`src/rtl/fwd_pkg.sv`:
```
package fwd_pkg;
  localparam int IR_W  = 32;
  localparam int REG_W = 5;

  localparam logic [5:0] OPC_RR   = 6'h00;
  localparam logic [5:0] OPC_LOAD = 6'h23;
  localparam logic [5:0] OPC_STOR = 6'h2B;
  localparam logic [5:0] OPC_BEQ  = 6'h04;
  localparam logic [5:0] OPC_BNE  = 6'h05;

  typedef enum logic [1:0] {
    SEL_RF     = 2'b00,
    SEL_EM_ALU = 2'b01,
    SEL_WB_ALU = 2'b10,
    SEL_WB_LD  = 2'b11
  } fwd_sel_e;

  typedef enum logic [2:0] {
    CL_RR, CL_IMM, CL_LOAD, CL_STORE, CL_BRANCH, CL_NONE
  } ir_class_e;

  typedef struct packed {
    ir_class_e        cls;
    logic [REG_W-1:0] rs;
    logic [REG_W-1:0] rt;
    logic [REG_W-1:0] dest;
    logic             dest_vld;
    logic             is_load;
  } ir_info_t;
endpackage

```
`src/rtl/fwd_decode.sv`:
```
module fwd_decode
  import fwd_pkg::*;
(
  input  logic [IR_W-1:0] ir_i,
  output ir_info_t        info_o
);
  logic [5:0] opc;
  logic       unused_low;

  assign opc        = ir_i[31:26];
  assign unused_low = ^ir_i[10:0];

  always_comb begin
    info_o.rs = ir_i[25:21];
    info_o.rt = ir_i[20:16];
    unique casez (opc)
      OPC_RR:          info_o.cls = CL_RR;
      OPC_LOAD:        info_o.cls = CL_LOAD;
      OPC_STOR:        info_o.cls = CL_STORE;
      OPC_BEQ, OPC_BNE: info_o.cls = CL_BRANCH;
      6'b001???:       info_o.cls = CL_IMM;
      default:         info_o.cls = CL_NONE;
    endcase
    info_o.dest     = (info_o.cls == CL_RR) ? ir_i[15:11] : ir_i[20:16];
    info_o.is_load  = (info_o.cls == CL_LOAD);
    // register 0 is never a real destination
    info_o.dest_vld = (info_o.cls inside {CL_RR, CL_IMM, CL_LOAD}) && (info_o.dest != '0);
  end

  always_comb begin
    AST_DEST_NONZERO: assert (!info_o.dest_vld || info_o.dest != '0) else $error("dest 0 valid");
    AST_NO_PASSIVE_DEST: assert (!(info_o.cls inside {CL_STORE, CL_BRANCH, CL_NONE}) || !info_o.dest_vld)
      else $error("non-writer has dest");
  end
endmodule

```
`src/rtl/fwd_select.sv`:
```
module fwd_select
  import fwd_pkg::*;
#(
  parameter bit ALLOW_EM = 1'b1
) (
  input  logic [REG_W-1:0] src_i,
  input  logic             used_i,
  input  logic [REG_W-1:0] em_dest_i,
  input  logic             em_vld_i,
  input  logic             em_load_i,
  input  logic [REG_W-1:0] wb_dest_i,
  input  logic             wb_vld_i,
  input  logic             wb_load_i,
  output logic [1:0]       sel_o
);
  logic live, hit_em, hit_wb;

  assign live   = used_i && (src_i != '0);
  assign hit_em = ALLOW_EM && live && em_vld_i && (em_dest_i == src_i);
  assign hit_wb = live && wb_vld_i && (wb_dest_i == src_i);

  always_comb begin
    if (hit_em)      sel_o = em_load_i ? SEL_RF : SEL_EM_ALU; // younger load shadows MEM/WB
    else if (hit_wb) sel_o = wb_load_i ? SEL_WB_LD : SEL_WB_ALU;
    else             sel_o = SEL_RF;
  end

  always_comb begin
    AST_ZERO_SRC_RF: assert (used_i && src_i != '0 || sel_o == SEL_RF) else $error("zero/unused src fwd");
    AST_NO_EM_LOAD: assert (!(sel_o == SEL_EM_ALU && em_load_i)) else $error("EX/MEM load forwarded");
    AST_WB_MATCHES: assert (!sel_o[1] || (wb_vld_i && wb_dest_i == src_i)) else $error("bad WB select");
    AST_YOUNGEST: assert (!sel_o[1] || !(ALLOW_EM && em_vld_i && em_dest_i == src_i))
      else $error("older source chosen");
  end
endmodule

```
`src/rtl/fwd_unit.sv`:
```
module fwd_unit
  import fwd_pkg::*;
#(
  parameter int DATA_W = 32
) (
  input  logic [IR_W-1:0]   idex_ir_i,
  input  logic [IR_W-1:0]   exmem_ir_i,
  input  logic [IR_W-1:0]   memwb_ir_i,
  input  logic [DATA_W-1:0] rf_a_i,
  input  logic [DATA_W-1:0] rf_b_i,
  input  logic [DATA_W-1:0] exmem_alu_i,
  input  logic [DATA_W-1:0] exmem_st_data_i,
  input  logic [DATA_W-1:0] memwb_alu_i,
  input  logic [DATA_W-1:0] memwb_load_i,
  output logic [1:0]        sel_a_o,
  output logic [1:0]        sel_b_o,
  output logic [1:0]        sel_st_o,
  output logic [DATA_W-1:0] op_a_o,
  output logic [DATA_W-1:0] op_b_o,
  output logic [DATA_W-1:0] st_data_o
);
  localparam int N_STG = 3;
  localparam int S_ID  = 0;
  localparam int S_EM  = 1;
  localparam int S_WB  = 2;
  localparam int N_CON = 3;

  logic [N_STG-1:0][IR_W-1:0] irs;
  ir_info_t                   info [N_STG];
  logic                       unused_info;

  assign irs = {memwb_ir_i, exmem_ir_i, idex_ir_i};

  for (genvar g = 0; g < N_STG; g++) begin : g_dec
    fwd_decode i_dec (.ir_i(irs[g]), .info_o(info[g]));
  end

  assign unused_info = ^{info[S_ID], info[S_EM], info[S_WB]};

  // consumers: 0 = ALU A, 1 = ALU B, 2 = store data
  logic [N_CON-1:0][REG_W-1:0] con_src;
  logic [N_CON-1:0]            con_used;
  logic [N_CON-1:0][1:0]       con_sel;

  assign con_src[0]  = info[S_ID].rs;
  assign con_used[0] = info[S_ID].cls != CL_NONE;
  assign con_src[1]  = info[S_ID].rt;
  assign con_used[1] = info[S_ID].cls inside {CL_RR, CL_BRANCH};
  assign con_src[2]  = info[S_EM].rt;
  assign con_used[2] = info[S_EM].cls == CL_STORE;

  for (genvar c = 0; c < N_CON; c++) begin : g_sel
    fwd_select #(.ALLOW_EM(c != 2)) i_sel (
      .src_i     (con_src[c]),
      .used_i    (con_used[c]),
      .em_dest_i (info[S_EM].dest),
      .em_vld_i  (info[S_EM].dest_vld),
      .em_load_i (info[S_EM].is_load),
      .wb_dest_i (info[S_WB].dest),
      .wb_vld_i  (info[S_WB].dest_vld),
      .wb_load_i (info[S_WB].is_load),
      .sel_o     (con_sel[c])
    );
  end

  assign sel_a_o  = con_sel[0];
  assign sel_b_o  = con_sel[1];
  assign sel_st_o = con_sel[2];

  function automatic logic [DATA_W-1:0] pick(input logic [1:0] s, input logic [DATA_W-1:0] base);
    unique case (s)
      SEL_EM_ALU: pick = exmem_alu_i;
      SEL_WB_ALU: pick = memwb_alu_i;
      SEL_WB_LD:  pick = memwb_load_i;
      default:    pick = base;
    endcase
  endfunction

  assign op_a_o    = pick(sel_a_o, rf_a_i);
  assign op_b_o    = pick(sel_b_o, rf_b_i);
  assign st_data_o = pick(sel_st_o, exmem_st_data_i);

  always_comb begin
    AST_ST_NOT_EM: assert (sel_st_o != SEL_EM_ALU) else $error("store data from EX/MEM");
    AST_ST_ONLY_STORE: assert (info[S_EM].cls == CL_STORE || sel_st_o == SEL_RF) else $error("st sel w/o store");
    AST_B_CONSUMER: assert (info[S_ID].cls inside {CL_RR, CL_BRANCH} || sel_b_o == SEL_RF) else $error("B fwd");
  end
endmodule

```
`config.mk`:
```
export PLATFORM = sky130hd
export DESIGN_NAME = fwd_unit
export DESIGN_NICKNAME = d
export VERILOG_FILES = /design/src/rtl/fwd_pkg.sv /design/src/rtl/fwd_decode.sv /design/src/rtl/fwd_select.sv /design/src/rtl/fwd_unit.sv
export SDC_FILE = /design/constraint.sdc
export NUM_CORES = 1
export LEC_CHECK = 0
export ABC_AREA = 1
export CORE_AREA = 2 2 153 155
export DETAILED_ROUTE_END_ITERATION = 10
export DIE_AREA = 0 0 155 157
export GPL_TIMING_DRIVEN = 1
export SLEW_MARGIN = 15
export SYNTH_ARGS = -nofsm -noshare
export SYNTH_HDL_FRONTEND = slang
export SYNTH_SLANG_ARGS = --single-unit
```
`constraint.sdc`:
```
create_clock -name vclk -period 2.62
set_input_delay 0.393 -clock vclk [all_inputs]
set_output_delay 0.393 -clock vclk [all_outputs]
set_load 0.02 [all_outputs]
```
==> impl_metrics.csv <==
group,metric,value,unit
timing,min_period_over_period,120,%
timing,maxSlewHeadroom,61.7,%
power,power_frac_clock,0,%
critical_path,crit_type,"input pin to primary output",
timing,setup_viol,100,
global_route,grt-ovfl-total,0,
timing,fin_ws,-537,ps
critical_path,path_cells,"buf_8 -> nor2_4 -> buf_6 -> buf_4 -> nand4_1 -> nand2_2 -> nand3_2 -> o21ai_4 -> nor2_2 -> nand2_4 -> nand2_8 -> buf_6 -> buf_16 -> buf_4 -> or2_1 -> nand2_1 -> inv_1 -> buf_6",
power,power.leakage,5.92,nW
die,die-area,24300,sq um
placed_design,gp_congestion,0.957,
die,die_h,157,microns
cells_and_area,seq_cells,0,
power,combinationalPowerShare,100.0,%
cells_and_area,seq_area,0,sq um
detailed_routing,wl,35000,microns
cells_and_area,nFillCells,2104,
cells_and_area,nNetsFinal,1870,
timing,tightest_slew,574,ps
timing,max_freq,317,MHz
global_route,first_global_vias,8857,
critical_path,path_buf_inv,8,
timing,finalHoldViolCount,0,
detailed_routing,vias,9397,
logic_synthesis,synth.area.top_cells,"nand2_1 (30%), nand3_1 (16%), nand4_1 (14%), inv_1 (13%), or2_0 (7.3%)",
global_route,grt_start_max_net_pins,47,
logic_synthesis,ys_types,33,
logic_synthesis,synth_area,4910,sq um
hold_path,min_delay_path_depth,4,
cts,hold_buffers,0,
critical_path,critPathArrivalTime,2760,ps
logic_synthesis,yosys_warnings,0,
power,internal_power,779,uW
timing,period_minus_slack,3160,ps
logic_synthesis,ys_seq_area_share,0,%
critical_path,cp.required,2230,ps
die,die_x,155,microns
global_route,grt_pass1_wl,48600,microns
critical_path,endpoint_kind,"primary output",
timing,maxSlewViolCount,0,
logic_synthesis,syn_nets,1347,
cells_and_area,area_growth,156,%
critical_path,cp_slowest_cell,"o21ai_4",
logic_synthesis,yosysTopAreaCellShare,30.1,%
detailed_routing,dr.pass1.iters,5,
logic_synthesis,avgSynthCellArea,4.63,sq um
cells_and_area,drive_gt1_share,41.5,%
cells_and_area,utilization,55.8,%
outcome,violations,"negative setup slack",
timing,rsz0062_at_grt,"true",
cells_and_area,nClkBuffers,0,
critical_path,cp_common_cell,"buf_6",
die,coreArea,22500,sq um
hold_path,min_to,"st_data_o[19]",
die,boundaryPins,390,
global_route,antenna_found_initial,2,
cells_and_area,finish.instance_area,12600,sq um
power,swShare,44.8,%
placed_design,dpl.hpwl,22200,microns
detailed_routing,final_antenna_net_count,0,
placed_design,numPortBuffers,342,
critical_path,cp_top_family,"simple AND/OR/NAND/NOR gates",
detailed_routing,wl_per_cell,18.8,microns
detailed_routing,drc,0,
die,initial_utilization,21.8,%
power,p_switching,632,uW
die,fp-row-count,55,
hold_path,hp-class,"input pin to primary output",
critical_path,crit_fanout,7,
placed_design,post_dp_cell_area,9380,sq um
hold_path,holdCritStartpoint,"exmem_st_data_i[19]",
logic_synthesis,yosysMostFrequentCell,"nand2_1",
logic_synthesis,netlist.top_cell.by_area,"nand2_1",
outcome,status,"finished, violations left",
power,pwr-share-seq,0,%
run,cap_violations,0,
critical_path,cp_slowest_stage_delay,260,ps
power,irDropWorstVdd,0.0727,mV
power,pwr_density_cell,112,nW/um^2
global_route,grt_usage,25.1,%
detailed_routing,vias_per_cell,5.04,
logic_synthesis,syn_inst,1059,
critical_path,start_kind,"input pin",
timing,final.setup.tns,-39670,ps
detailed_routing,drtIter0Drc,621,
logic_synthesis,netlist_top_cells_count,"nand2_1 (394), inv_1 (168), nand3_1 (161), nand4_1 (113), or2_0 (57)",
-- layout by cell type (no fill, tap or decap), types with 2 or more instances in the layout --
cell	n
nor3_1	3
buf_8	16
o21ai_4	2
or2_2	3
buf_4	113
nand2_8	3
nor2_4	21
buf_16	10
clkbuf_16	8
nand3_4	5
o21ai_0	2
buf_6	178
buf_2	6
nand2_1	280
nand3b_1	2
a21oi_1	2
nand3_2	80
nand2_2	84
nor3_2	2
nor2_2	9
nand2_4	34
clkdlybuf4s50_1	200
or2_4	2
nand4_1	113
or2_0	54
dlygate4sd2_1	22
buf_12	33
or2_1	3
inv_1	136
nor2_1	23
inv_2	34
nand3_1	81
-- kinds of logic (layout without fill, tap and decap cells) --
logic type                count (synthesis)  after routing  share of synthesized area [%]
and+or+nand+nor                         810            811                           79.1
AOI/OAI and AO/OA                         9              9                           1.10
other                                     0              1                              0
xor gates and xnor gates                  1              1                          0.179
buffers and inverters                   239            759                           19.6
-- tightest hold or removal path: stages --
cell and delay (ps):
clkdlybuf4s50_1 390, nand2_1 60, nand3_1 90, buf_6 140
-- stage by stage --
step / total power, mW / instances / hold slack (ps) / setup slack, ps
finish: 1.41 / 1866 / 1470 / -537
global route: 1.49 / 1866 / 1480 / -662
CTS: 1.30 / 1843 / 1470 / -523
detailed placement: 1.11 / 1724 / 1850 / -1280
global placement: 1.11 / 1724 / 1860 / -1260
floorplan: 0.381 / 1059 / 990 / 150
-- metal layers --
layer / GRT usage, % / share of wire (%)
met5: 0 / 0
met4: 8.16 / 4.0
met3: 2.31 / 7.5
met2: 46.1 / 50
met1: 30.8 / 39
-- timing repair --
action / in CTS / in global routing
pin swaps: 106 / 142
gates cloned: 22 / 11
endpoints found under the setup margin: 102 / 102
gates resized for setup: 895 / 273
buffers inserted: 97 / 33
-- area by class of cell --
cell class                      count  area [sq um]  share of cell area, %
Timing Repair Buffer              587          6470                   51.5
Multi-Input combinational cell    821          5080                   40.5
Inverter                          172           649                   5.17
Tap cell                          285           357                   2.84
Antenna cell                        1          2.50                 0.0199
-- power by group through the flow --
stage	logic (mW)	clock network, mW	registers [mW]
CTS	1.30	0	0
finish	1.41	0.0000000510	0
global route	1.49	0.0000000510	0
floorplan	0.381	0	0
detailed placement	1.11	0	0
global placement	1.11	0	0
-- how the worst max path moves through the flow --
stage          cells after the start       endpoint            from
2_1_floorplan                     10  st_data_o[10]  memwb_ir_i[27]
3_3_place_gp                      18     op_a_o[20]  exmem_ir_i[27]
3_5_place_dp                      18     op_a_o[20]  exmem_ir_i[27]
4_1_cts                           21      op_a_o[3]  exmem_ir_i[28]
5_1_grt                           21      op_a_o[7]  exmem_ir_i[27]
6_report                          18     op_b_o[14]  memwb_ir_i[27]
No activity file was read; power rests on OpenSTA's default activity.
